<file path="src/rtl/bmp_pkg.sv">
package bmp_pkg;

    typedef enum logic [1:0] {
        MODE_CONV = 2'b00,
        MODE_X66  = 2'b01,
        MODE_X100 = 2'b10,
        MODE_X133 = 2'b11
    } bus_mode_e;

    typedef enum logic [2:0] {
        ST_FILL,
        ST_PROBE1,
        ST_SETTLE,
        ST_PROBE2,
        ST_FSEL,
        ST_LOCK,
        ST_DONE
    } probe_state_e;

endpackage

</file>
<file path="src/rtl/bmp_sync.sv">
module bmp_sync #(
    parameter int WIDTH  = 2,
    parameter int STAGES = 2
) (
    input  logic             clk,
    input  logic             rst_n,
    input  logic [WIDTH-1:0] async_i,
    output logic [WIDTH-1:0] sync_o
);
    for (genvar b = 0; b < WIDTH; b++) begin : g_bit
        logic [STAGES-1:0] chain_q;
        logic [STAGES-1:0] chain_d;

        always_comb begin
            chain_d = {chain_q[STAGES-2:0], async_i[b]};
        end

        always_ff @(posedge clk or negedge rst_n) begin
            if (!rst_n) chain_q <= '0;
            else        chain_q <= chain_d;
        end

        assign sync_o[b] = chain_q[STAGES-1];
    end
endmodule

</file>
<file path="src/rtl/bmp_lock_timer.sv">
module bmp_lock_timer #(
    parameter int LOCK_CYCLES = 12500
) (
    input  logic clk,
    input  logic rst_n,
    output logic elapsed_o
);
    localparam int TW = $clog2(LOCK_CYCLES + 1);

    logic [TW-1:0] cnt_q, cnt_d;

    always_comb begin
        cnt_d = cnt_q;
        if (cnt_q != TW'(LOCK_CYCLES)) cnt_d = cnt_q + 1'b1;
    end

    always_ff @(posedge clk or negedge rst_n) begin
        if (!rst_n) cnt_q <= '0;
        else        cnt_q <= cnt_d;
    end

    assign elapsed_o = (cnt_q == TW'(LOCK_CYCLES));


    elapsed_sticky_chk: assert property (@(posedge clk) disable iff (!rst_n)
        elapsed_o |=> elapsed_o);
endmodule

</file>
<file path="src/rtl/bmp_fsm.sv">
module bmp_fsm
    import bmp_pkg::*;
#(
    parameter int SETTLE_CYCLES = 16,
    parameter int FILL_CYCLES   = 2
) (
    input  logic      clk,
    input  logic      rst_n,
    input  logic      cap_s_i,
    input  logic      fsel_s_i,
    input  logic      lock_ok_i,
    output logic      pu_en_o,
    output logic      bypass_o,
    output bus_mode_e mode_o,
    output logic      done_o
);
    localparam int CMAX = (SETTLE_CYCLES > FILL_CYCLES) ? SETTLE_CYCLES : FILL_CYCLES;
    localparam int CW   = $clog2(CMAX + 1);

    typedef struct packed {
        probe_state_e  state;
        logic [CW-1:0] cnt;
        bus_mode_e     mode;
        logic          pu_en;
        logic          bypass;
        logic          done;
    } fsm_t;

    fsm_t st_q, st_d;

    always_comb begin
        st_d = st_q;
        unique case (st_q.state)
            ST_FILL: begin
                if (st_q.cnt == CW'(FILL_CYCLES - 1)) begin
                    st_d.state = ST_PROBE1;
                    st_d.cnt   = '0;
                end else begin
                    st_d.cnt = st_q.cnt + 1'b1;
                end
            end
            ST_PROBE1: begin
                if (cap_s_i) begin
                    st_d.state = ST_FSEL;
                end else begin
                    st_d.pu_en = 1'b1;
                    st_d.cnt   = '0;
                    st_d.state = ST_SETTLE;
                end
            end
            ST_SETTLE: begin
                if (st_q.cnt == CW'(SETTLE_CYCLES - 1)) st_d.state = ST_PROBE2;
                else                                    st_d.cnt   = st_q.cnt + 1'b1;
            end
            ST_PROBE2: begin
                if (cap_s_i) begin
                    st_d.mode  = MODE_X66;
                    st_d.state = ST_LOCK;
                end else begin
                    st_d.mode   = MODE_CONV;
                    st_d.bypass = 1'b1;
                    st_d.done   = 1'b1;
                    st_d.state  = ST_DONE;
                end
            end
            ST_FSEL: begin
                st_d.mode  = fsel_s_i ? MODE_X100 : MODE_X133;
                st_d.state = ST_LOCK;
            end
            ST_LOCK: begin
                if (lock_ok_i) begin
                    st_d.done  = 1'b1;
                    st_d.state = ST_DONE;
                end
            end
            default: ;
        endcase
    end

    always_ff @(posedge clk or negedge rst_n) begin
        if (!rst_n) begin
            st_q <= '{state: ST_FILL, cnt: '0, mode: MODE_CONV,
                      pu_en: 1'b0, bypass: 1'b0, done: 1'b0};
        end else begin
            st_q <= st_d;
        end
    end

    assign pu_en_o  = st_q.pu_en;
    assign bypass_o = st_q.bypass;
    assign mode_o   = st_q.mode;
    assign done_o   = st_q.done;


    pu_sticky_chk: assert property (@(posedge clk) disable iff (!rst_n)
        pu_en_o |=> pu_en_o);

    pu_cause_chk: assert property (@(posedge clk) disable iff (!rst_n)
        $rose(pu_en_o) |-> !$past(cap_s_i));

    result_hold_chk: assert property (@(posedge clk) disable iff (!rst_n)
        done_o |=> done_o && $stable(mode_o));

    bypass_conv_chk: assert property (@(posedge clk) disable iff (!rst_n)
        bypass_o |-> done_o && mode_o == MODE_CONV);

    lock_gate_chk: assert property (@(posedge clk) disable iff (!rst_n)
        ($rose(done_o) && mode_o != MODE_CONV) |-> $past(lock_ok_i));
endmodule

</file>
<file path="src/rtl/bus_mode_probe.sv">
module bus_mode_probe
    import bmp_pkg::*;
#(
    parameter int SETTLE_CYCLES = 16,
    parameter int LOCK_CYCLES   = 12500,
    parameter int SYNC_STAGES   = 2
) (
    input  logic       clk,
    input  logic       rst_n,
    input  logic       cap_i,
    input  logic       fsel_i,
    input  logic       pll_lock_i,
    output logic       pu_en_o,
    output logic       pll_bypass_o,
    output logic [1:0] mode_o,
    output logic       done_o
);
    logic [1:0] raw_in;
    logic [1:0] syn_in;
    logic       elapsed;
    logic       lock_ok;
    bus_mode_e  mode;

    assign raw_in = {fsel_i, cap_i};

    bmp_sync #(.WIDTH(2), .STAGES(SYNC_STAGES)) u_sync (
        .clk     (clk),
        .rst_n   (rst_n),
        .async_i (raw_in),
        .sync_o  (syn_in)
    );

    bmp_lock_timer #(.LOCK_CYCLES(LOCK_CYCLES)) u_timer (
        .clk       (clk),
        .rst_n     (rst_n),
        .elapsed_o (elapsed)
    );

    assign lock_ok = elapsed | pll_lock_i;

    bmp_fsm #(.SETTLE_CYCLES(SETTLE_CYCLES), .FILL_CYCLES(SYNC_STAGES)) u_fsm (
        .clk       (clk),
        .rst_n     (rst_n),
        .cap_s_i   (syn_in[0]),
        .fsel_s_i  (syn_in[1]),
        .lock_ok_i (lock_ok),
        .pu_en_o   (pu_en_o),
        .bypass_o  (pll_bypass_o),
        .mode_o    (mode),
        .done_o    (done_o)
    );

    assign mode_o = mode;
endmodule

</file>
<file path="config.mk">
export PLATFORM = sky130hd
export DESIGN_NAME = bus_mode_probe
export DESIGN_NICKNAME = d
export VERILOG_FILES = /design/src/rtl/bmp_pkg.sv /design/src/rtl/bmp_sync.sv /design/src/rtl/bmp_lock_timer.sv /design/src/rtl/bmp_fsm.sv /design/src/rtl/bus_mode_probe.sv
export SDC_FILE = /design/constraint.sdc
export NUM_CORES = 1
export LEC_CHECK = 0
export BUFFER_PORTS_ARGS = -buffer_cell sky130_fd_sc_hd__buf_2
export CAP_MARGIN = 20
export CORE_ASPECT_RATIO = 0.5
export CORE_MARGIN = 2
export CORE_UTILIZATION = 37
export CTS_CLUSTER_DIAMETER = 30
export DETAILED_ROUTE_END_ITERATION = 8
export PLACE_DENSITY_LB_ADDON = 0.1
export SLEW_MARGIN = 20
export SYNTH_ARGS = -nofsm -noshare
export SYNTH_HDL_FRONTEND = slang
export SYNTH_SLANG_ARGS = --single-unit
</file>
<file path="constraint.sdc">
create_clock -name clk -period 3.56 [get_ports clk]
set_clock_uncertainty 0.2 [all_clocks]
set_input_delay 0.534 -clock clk [delete_from_list [all_inputs] [get_ports clk]]
set_output_delay 0.534 -clock clk [all_outputs]
set_load 0.02 [all_outputs]
</file>
======== Word-level counts from Yosys, hierarchy flattened ========
Index checks and enable logic that the tools add are counted.
storage, ports and cells
  register bits ........................... 31
  input bits .............................. 5
  output and inout port bits .............. 5
  logic and storage cells ................. 54
operators by class
  $add $sub $neg .......................... 2
  equal/unequal tests ..................... 15
  multiplexer cells ....................... 16
  bitwise operators ....................... 2
  reductions and logical operators ........ 10
operators with widths
  cell                                                             count
  3-bit case mux with 6 select lines                               1
  5-bit 2-to-1 mux                                                 3
  5-bit case mux with 3 select lines                               1
  14-bit by 1-bit adder with 14-bit output, second input constant  1
  14-bit == test, second input constant                            1
  14-bit != test, second input constant                            1
  3-bit 2-to-1 mux                                                 4
  2-bit != test, second input constant                             4
  3-bit by 2-bit == test with 1-bit output, second input constant  2
  3-bit == test, second input constant                             2
  3-bit AND reduction                                              2
  6-bit nonzero test                                               1
  5-bit by 1-bit adder with 5-bit output, second input constant    1
  5-bit by 1-bit == test with 1-bit output, second input constant  1
  5-bit by 4-bit == test with 1-bit output, second input constant  1
  1-bit 2-to-1 mux                                                 4
  2-bit by 1-bit != test with 1-bit output, second input constant  2
  2-bit case mux with 2 select lines                               1
  2-bit AND reduction                                              2
  4-bit AND reduction                                              1
  2-bit nonzero test                                               2
  3-bit by 1-bit == test with 1-bit output, second input constant  1
  3-bit logical NOT                                                1
  3-bit nonzero test                                               1
  other kinds (4)                                                  4

======== Depth between registers and ports, before layout ========
Gate-level depths: netlist of run 1.
  depth after elaboration ................. 4
  depth in mapped cells ................... 7
  mapped depth without buffers ............ 7

======== Modules after synthesis ========
Synthesis of run 1 repeated with hierarchy kept, for this count alone.
second synthesis, totals
  cell total of the unflattened synthesis .. 147
  area total of the unflattened synthesis .. 1521.5 µm²
modules (own cells, without submodules)
  module          times used  cells each  area an instance (µm²)  sequential area each (µm²)
  bmp_fsm         1           75          704.4                   325.3
  bmp_lock_timer  1           65          695.7                   350.3
  bmp_sync        1           6           115.1                   100.1
  bus_mode_probe  1           1           6.3                     0.0

======== Worst setup path before layout of run 1 ========
No wires, ideal clock.
  path type ............................... reg2reg
  from .................................... register u_fsm.st_q[5] (netlist name)
  to ...................................... register u_fsm.st_q[10] (netlist name)
  setup time .............................. 0.128 ns
  arrival time ............................ 1.868 ns
  data required time ...................... 3.232 ns
  slack ................................... 1.365 ns
  stages on the path, launching flop included .. 8
  buffers on the path ..................... 0
  period minus slack after synthesis ...... 2.195 ns
  cells stage by stage .................... dfrtp_1 -> ha_1 -> and3_1 -> ha_1 -> a211o_2 -> a21oi_1 -> a211oi_4 -> mux2_1
between the ends
  longest elaborated chain between the ends .. 3
  elaborated cells on any way between the ends .. 5
  classes of those cells .................. 4 x eq/ne; 1 x reduce/logical
ends and longest elaborated chain
  element                                                                                                      line                          RTL
  from (decl)                                                                                                  bmp_fsm.sv:29                 fsm_t st_q, st_d;
  from (signal assigned)                                                                                       bmp_fsm.sv:82                 st_q <= '{state: ST_FILL, cnt: '0, mode: MODE_CONV,
  from (signal assigned)                                                                                       bmp_fsm.sv:85                 st_q <= st_d;
  5-bit by 4-bit == test with 1-bit output / 5-bit by 1-bit == test with 1-bit output (equally long branches)  bmp_fsm.sv:52, bmp_fsm.sv:35
  2-bit by 1-bit != test with 1-bit output (no line)                                                           n/a
  4-bit AND reduction (no line) *                                                                              n/a
Every way passes the cells marked *; elsewhere a longest branch is shown, timed or not.
A chain may end at the register's enable or synchronous reset.

======== Final worst setup path of run 1 ========
Ends and elaborated chain as after synthesis.

==> impl_metrics.env, run 1 <==
export IMPL_min_period_ps=2350
export IMPL_antenna_found_initial=0
export IMPL_worst_skew_late_latency_ps=290
export IMPL_worst_r2r_cell_count=7
export IMPL_max_slew_margin_pct=54.6
export IMPL_net_count_after_synthesis=162
export IMPL_fmax_mhz=426
export IMPL_die_area_um2=5130
export IMPL_pre_cts_ws_ps=1210
export IMPL_irDropWorstVdd_mv=0.175
export IMPL_floorplan_io_pins=10
export IMPL_nets=172
export IMPL_initial_cell_density_of_the_core_pct=38.3
export IMPL_synthFlopType="sky130_fd_sc_hd__dfrtp_1"
export IMPL_largest_net_degree_at_the_start_of_global_routing=32
export IMPL_timing_critical_path_required_ps=3530
export IMPL_synthesis_instances=149
export IMPL_final_max_slew_violation_count=0
export IMPL_stdcell_area_um2=1840
export IMPL_gr_usage_all_layers_pct=13.8
export IMPL_rsz0062_at_grt="no"
export IMPL_critPathKind="reg2reg"
export IMPL_finalHoldViolCount=0
export IMPL_placed_area_um2=1740
export IMPL_async_reset_ff_share_pct=100
export IMPL_max_slew_worst_pin_slew_ps=682
export IMPL_cts_hold_fix_buffers=0
export IMPL_gpl_final_weighted_congestion=0.774
export IMPL_dp_hpwl_um=2080
export IMPL_regToRegSetupSlack_ps=1210
export IMPL_drc=0
export IMPL_grt_pass1_wl_um=5300
export IMPL_die_width_um=99.3
export IMPL_r2r_end="u_fsm.st_q[10]"
export IMPL_clkTransAtPathRegs_ps=70
export IMPL_hold_slack_ps=82.4
export IMPL_layout_common_cells="31 x sky130_fd_sc_hd__dfrtp_1, 12 x sky130_fd_sc_hd__nand2_1, 10 x sky130_fd_sc_hd__xnor2_1"
export IMPL_cellLeakagePower_uw=0.000792
export IMPL_final_common_cell="sky130_fd_sc_hd__dfrtp_1"
export IMPL_setup_ws_ps=1210
export IMPL_grt_overflow_total=0
export IMPL_cpMaxStageDelayCell="sky130_fd_sc_hd__dfrtp_1"
export IMPL_groute_layer_met3_usage_pct=5.24
export IMPL_post_cts_repair_setup_buffers=0
export IMPL_htree_num_levels=2
export IMPL_ctsResizeCount=0
export IMPL_via_per_inst=5.02
export IMPL_flip_flop_and_latch_count_after_synthesis=31
export IMPL_netlist_area_um2=1680
export IMPL_crit_path_cell_trace="ha_1 -> and3_1 -> ha_1 -> a211o_2 -> a21oi_1 -> a211oi_4 -> mux2_1"
export IMPL_r2r_start="u_fsm.st_q[5]"
export IMPL_first_pass_iters=4
export IMPL_cap_viol_max_count=0
export IMPL_syn_to_final_growth_pct=9.61
export IMPL_worst_path_largest_cell_delay_ps=420
export IMPL_first_global_vias=1089
export IMPL_worstSetupStartpoint="u_fsm.st_q[5]"
export IMPL_grt_busiest_layer="met1"
export IMPL_wirelength_um=3020
export IMPL_hp_class="in2async"
export IMPL_cts_root_buffer="sky130_fd_sc_hd__clkbuf_8"
export IMPL_total_cts_buffers=5
export IMPL_post_synth_cell_area_avg_um2=11.3
export IMPL_synth_lib_cells_used_distinct=47
export IMPL_power_density_nw_per_um2=688
export IMPL_critical_path_max_fanout=4
export IMPL_startpoint_type="flip-flop"
export IMPL_cts_tree="yes"
export IMPL_antenna_cells=0
export IMPL_detail_route_antenna_nets=0
export IMPL_post_route_cells_drive_above_1_share_pct=16.9
export IMPL_crit_path_end="u_fsm.st_q[10]"
export IMPL_worstSetupEndpointType="flip-flop"
export IMPL_core_area_um2=4380
export IMPL_core_rowCount=17
export IMPL_detailedRoute_firstIterationViolations=64
export IMPL_clock_sink_count=31
export IMPL_clockBufferDepth=2
export IMPL_number_of_buffer_cells_added_on_primary_ports=9
export IMPL_yosysWarnings=0
export IMPL_setup_violations_final=0
export IMPL_wire_per_inst_um=13.9
export IMPL_cpMostUsedCell="sky130_fd_sc_hd__ha_1"
export IMPL_outcome="complete, no violations"
export IMPL_gr_usage_met2_pct=19.0
export IMPL_share_of_the_yosys_chip_area_belonging_to_registers_pct=46.2
export IMPL_worst_path_arrival_ps=2310
export IMPL_via_count=1089
export IMPL_setup_tns_final_ps=0
export IMPL_chipHeight_um=51.7
export IMPL_post_route_clock_period_utilization_pct=65.9
export IMPL_grt_met1_usage_pct=19.5
export IMPL_synth_edff_count=0
critical path, delay by kind of cell, from the launching register on:
family | cells | cell delay, ps
AO/OA/AOI/OAI | 3 | 640
adder cells (fa/ha/maj) | 2 | 440
flip-flops | 1 | 420
multiplexers | 1 | 330
AND/OR/NAND/NOR | 1 | 190
state kept, by name (all words and copies together) (netlist names):
name,flops
u_sync.g_bit.chain_q,4
u_fsm.st_q,8
u_fsm.done_o,1
u_timer.cnt_q,14
u_fsm.mode_o,2
u_fsm.bypass_o,1
u_fsm.pu_en_o,1
worst min-delay path by stage:
stage	startpoint	endpoint	slack [ps]	depth (start not counted)
floorplan	rst_n	u_fsm.bypass_o	40	0
global placement	u_sync.g_bit[1].chain_q[0]	u_sync.g_bit[1].chain_q[1]	140	0
detailed placement	u_sync.g_bit[1].chain_q[0]	u_sync.g_bit[1].chain_q[1]	140	0
CTS	rst_n	u_fsm.st_q[7]	120	1
global route	cap_i	u_sync.g_bit[0].chain_q[0]	140	1
finish	rst_n	u_fsm.st_q[7]	80	1
final cells by class:
cell class,instances,area [um^2]
Multi-Input combinational cell,103,816
Timing Repair Buffer,9,45.0
Sequential cell,31,776
Clock buffer,8,100
Inverter,9,33.8
Tap cell,57,71.3
Fill cell,433,2540
power by group:
group	internal, uW	switching [uW]
sequential	414	111
combinational	208	227
clock	176	132
cells by family (layout without fill, tap and decap cells):
family | after synthesis | after routing | synth area share (%)
buf+inv | 15 | 26 | 5.29
flops | 31 | 31 | 46.2
mux | 4 | 4 | 2.53
simple gates | 49 | 49 | 20.7
xor+xnor | 12 | 12 | 6.25
fa+ha+maj | 8 | 8 | 5.96
compound gates | 30 | 30 | 13.1
cells in the mapped netlist, types with 3 or more instances:
cell type / n / share of area (%)
sky130_fd_sc_hd__nand2_1: 12 / 2.7
sky130_fd_sc_hd__o21ai_0: 6 / 1.8
sky130_fd_sc_hd__inv_1: 9 / 2.0
sky130_fd_sc_hd__o22ai_1: 3 / 1.1
sky130_fd_sc_hd__dfrtp_1: 31 / 46
sky130_fd_sc_hd__xnor2_1: 10 / 5.2
sky130_fd_sc_hd__a21oi_1: 3 / 0.89
sky130_fd_sc_hd__buf_4: 3 / 1.3
sky130_fd_sc_hd__nand3_1: 4 / 1.2
sky130_fd_sc_hd__nor3_1: 3 / 0.89
sky130_fd_sc_hd__ha_1: 8 / 6.0
sky130_fd_sc_hd__nand4_1: 4 / 1.5
sky130_fd_sc_hd__nor2_1: 5 / 1.1
layer usage:
layer / share of wire (%) / routed length, um
met1: 53 / 1600
met2: 42 / 1280
met3: 3.6 / 108
met4: 1.3 / 39
met5: 0 / 0
metrics by stage:
| step | total power (uW) | util (%) | instances |
|---|---|---|---|
| floorplan | 906 | - | 149 |
| global placement | 964 | 39.7 | 209 |
| detailed placement | 969 | 39.7 | 209 |
| CTS | 1280 | 42.0 | 217 |
| global route | 1370 | 42.0 | 217 |
| finish | 1270 | 42.0 | 217 |
(Power assumes the default switching activity.)
==> run 2: changes to the inputs <==
ABC_AREA = 1   (was unset)
clock period = 2.13 ns   (was 3.56 ns; I/O delays follow)
==> run 2 against run 1 <==
Critical path depth is 1 higher. Non-clock buffer count is 3 higher. Via count is 7.5% higher. Largest cell class is now sequential cells. Largest power group unchanged.
==> impl_metrics.env, run 2 <==
export IMPL_outcome="complete, no violations"
export IMPL_cts_tree="yes"
export IMPL_synth_top_cell_area_share_pct=46.2
export IMPL_crit_path_cell_trace="ha_1 -> nand2_1 -> nor2_1 -> ha_1 -> nand3b_1 -> nand2_1 -> nand3_1 -> o21ai_1"
export IMPL_initial_cell_density_of_the_core_pct=38.3
export IMPL_via_per_inst=4.39
export IMPL_max_slew_margin_pct=53.8
export IMPL_number_of_buffer_cells_added_on_primary_ports=9
export IMPL_share_of_the_yosys_chip_area_belonging_to_registers_pct=46.2
export IMPL_synth_lib_cells_used_distinct=24
export IMPL_cap_viol_max_count=0
export IMPL_layout_common_cells="47 x sky130_fd_sc_hd__nand2_1, 31 x sky130_fd_sc_hd__dfrtp_1, 25 x sky130_fd_sc_hd__inv_1"
export IMPL_worst_path_dominant_cell_family="simple AND/OR/NAND/NOR gates"
export IMPL_die_width_um=99.3
export IMPL_floorplan_io_pins=10
export IMPL_post_synth_cell_area_avg_um2=8.66
export IMPL_reg_top3="u_timer.cnt_q: 14 flops, u_fsm.st_q: 8 flops, u_sync.g_bit.chain_q: 4 flops"
export IMPL_power_switching_share_pct=39.2
export IMPL_final_max_slew_violation_count=0
export IMPL_synthesis_instances=194
export IMPL_core_area_um2=4380
export IMPL_grt_met1_usage_pct=16.8
export IMPL_total_cts_buffers=5
export IMPL_yosysWarnings=0
export IMPL_clockBufferDepth=2
export IMPL_nets=222
export IMPL_net_count_after_synthesis=207
export IMPL_clock_sink_count=31
export IMPL_p_clk_share_pct=23.9
export IMPL_synthFlopType="sky130_fd_sc_hd__dfrtp_1"
export IMPL_die_area_um2=5130
export IMPL_cts_root_buffer="sky130_fd_sc_hd__clkbuf_8"
export IMPL_synthTopCellsByArea="sky130_fd_sc_hd__dfrtp_1 46%, sky130_fd_sc_hd__nand2_1 10%, sky130_fd_sc_hd__ha_1 6.0%"
export IMPL_syn_to_final_growth_pct=12.3
export IMPL_antenna_found_initial=0
export IMPL_htree_num_levels=2
export IMPL_gr_usage_all_layers_pct=13.1
export IMPL_worstSetupEndpointType="flip-flop"
export IMPL_grt_overflow_total=0
export IMPL_min_period_ps=1820
export IMPL_startpoint_type="flip-flop"
export IMPL_critPathKind="reg2reg"
export IMPL_grt_busiest_layer="met2"
export IMPL_flip_flop_and_latch_count_after_synthesis=31
export IMPL_first_global_vias=1134
export IMPL_power_density_nw_per_um2=994
export IMPL_yosys_area_top_type="sky130_fd_sc_hd__dfrtp_1"
export IMPL_hp_class="reg2reg"
export IMPL_seq_power_share_pct=42.0
export IMPL_worst_path_arrival_ps=1820
export IMPL_detailedRoute_firstIterationViolations=38
export IMPL_irDropWorstVdd_mv=0.272
export IMPL_via_count=1171
export IMPL_async_reset_ff_share_pct=100
export IMPL_worstPathBufferInverterCount=0
export IMPL_drc=0
export IMPL_post_route_cells_drive_above_1_share_pct=18.6
export IMPL_grt_pass1_wl_um=5110
export IMPL_total_power_uw=1870
export IMPL_dominant_cell_by_count_in_the_synthesized_netlist="sky130_fd_sc_hd__nand2_1"
export IMPL_antenna_cells=0
export IMPL_worst_path_largest_cell_delay_ps=420
export IMPL_timing_critical_path_required_ps=2130
export IMPL_dp_hpwl_um=2030
export IMPL_groute_layer_met3_usage_pct=5.24
export IMPL_setup_violations_final=0
export IMPL_clkTransAtPathRegs_ps=70
export IMPL_final_common_cell="sky130_fd_sc_hd__nand2_1"
export IMPL_synth_top_cells_by_count="47 x sky130_fd_sc_hd__nand2_1, 31 x sky130_fd_sc_hd__dfrtp_1, 25 x sky130_fd_sc_hd__inv_1"
export IMPL_worst_skew_late_latency_ps=280
export IMPL_core_rowCount=17
export IMPL_chipHeight_um=51.7
export IMPL_max_slew_worst_pin_slew_ps=693
export IMPL_rsz0062_at_grt="no"
export IMPL_synth_edff_count=0
export IMPL_wirelength_um=2840
export IMPL_critical_path_max_fanout=5
export IMPL_largest_net_degree_at_the_start_of_global_routing=32
export IMPL_num_fill_cells=438
export IMPL_finalHoldViolCount=0
export IMPL_cellLeakagePower_uw=0.000966
export IMPL_comb_power_share_pct=34.0
export IMPL_fmax_mhz=549
export IMPL_max_flop_register="u_timer.cnt_q"
export IMPL_p_switching_uw=736
export IMPL_netlist_area_um2=1680
export IMPL_gr_usage_met2_pct=19.8
export IMPL_cell_internal_pwr_uw=1140
export IMPL_gpl_final_weighted_congestion=0.746
export IMPL_wire_per_inst_um=10.7
export IMPL_post_route_clock_period_utilization_pct=85.5
export IMPL_largest_register_ff_count=14
export IMPL_detail_route_antenna_nets=0
export IMPL_setup_tns_final_ps=0
export IMPL_first_pass_iters=4
export IMPL_cpMaxStageDelayCell="sky130_fd_sc_hd__dfrtp_1"
run 2: layout make-up:
cell class,instances,area (um^2),share of cell area (%)
multi-input combinational,131,774,41.0
clock inverter,2,12.5,0.663
tap,57,71.3,3.78
inverter,28,105,5.57
timing repair buffer,12,75.1,3.98
sequential,31,776,41.1
clock buffer,6,72.6,3.85
run 2: path summary, 6_finish.rpt:
check	from	to	slack, ps	cells after the start
max in group asynchronous	rst_n	u_fsm.mode_o[0]	860	2
max	u_fsm.st_q[5]	u_fsm.st_q[9]	310	8
min in group asynchronous	rst_n	u_fsm.st_q[6]	410	2
min reg2reg	u_sync.g_bit[1].chain_q[0]	u_sync.g_bit[1].chain_q[1]	150	0
max reg2reg	u_fsm.st_q[5]	u_fsm.st_q[9]	310	8
min	u_sync.g_bit[1].chain_q[0]	u_sync.g_bit[1].chain_q[1]	150	0
run 2: worst register-to-register path: stages (launching register included):
cell and delay (ps):
sky130_fd_sc_hd__dfrtp_1 420, sky130_fd_sc_hd__ha_1 240, sky130_fd_sc_hd__nand2_1 70, sky130_fd_sc_hd__nor2_1 40, sky130_fd_sc_hd__ha_1 170, sky130_fd_sc_hd__nand3b_1 170, sky130_fd_sc_hd__nand2_1 120, sky130_fd_sc_hd__nand3_1 160
sky130_fd_sc_hd__o21ai_1 160
run 2: repair_timing:
item	in CTS	in global routing
resized for setup	0	0
endpoints found under the hold margin	33	0
buffers inserted	0	0
hold buffers	3	0
run 2: kinds of logic (layout without fill, tap and decap cells):
logic type / count (synthesis) / in the layout / synth area share [%]
simple gates: 99 / 99 / 29.9
xor+xnor: 12 / 12 / 6.25
buf+inv: 32 / 48 / 7.74
flops: 31 / 31 / 46.2
compound gates: 12 / 12 / 3.95
fa+ha+maj: 8 / 8 / 5.96
run 2: per-layer routing:
layer  up-vias  share of wire (%)
met5         -                  0
met4         0                1.0
met3         4                3.9
met2        10                 43
met1       531                 52
li1        626                  -
run 2: through the flow:
step                      std cells  cell area, um^2  hold slack, ps  setup WS (ps)  util (%)
after floorplan                 194             1680            -176            489         -
after global placement          256             1770             133            358      40.4
after detailed placement        256             1770             135            304      40.4
after CTS                       267             1890             152            271      43.1
after global routing            267             1890             158            105      43.1
final                           267             1890             148            309      43.1
run 2: power by group through the flow:
stage / combinational, uW / clock, uW / sequential, uW
global placement: 639 / 0 / 802
finish: 638 / 449 / 788
detailed placement: 640 / 0 / 797
floorplan: 565 / 0 / 756
global route: 762 / 501 / 806
CTS: 650 / 473 / 788
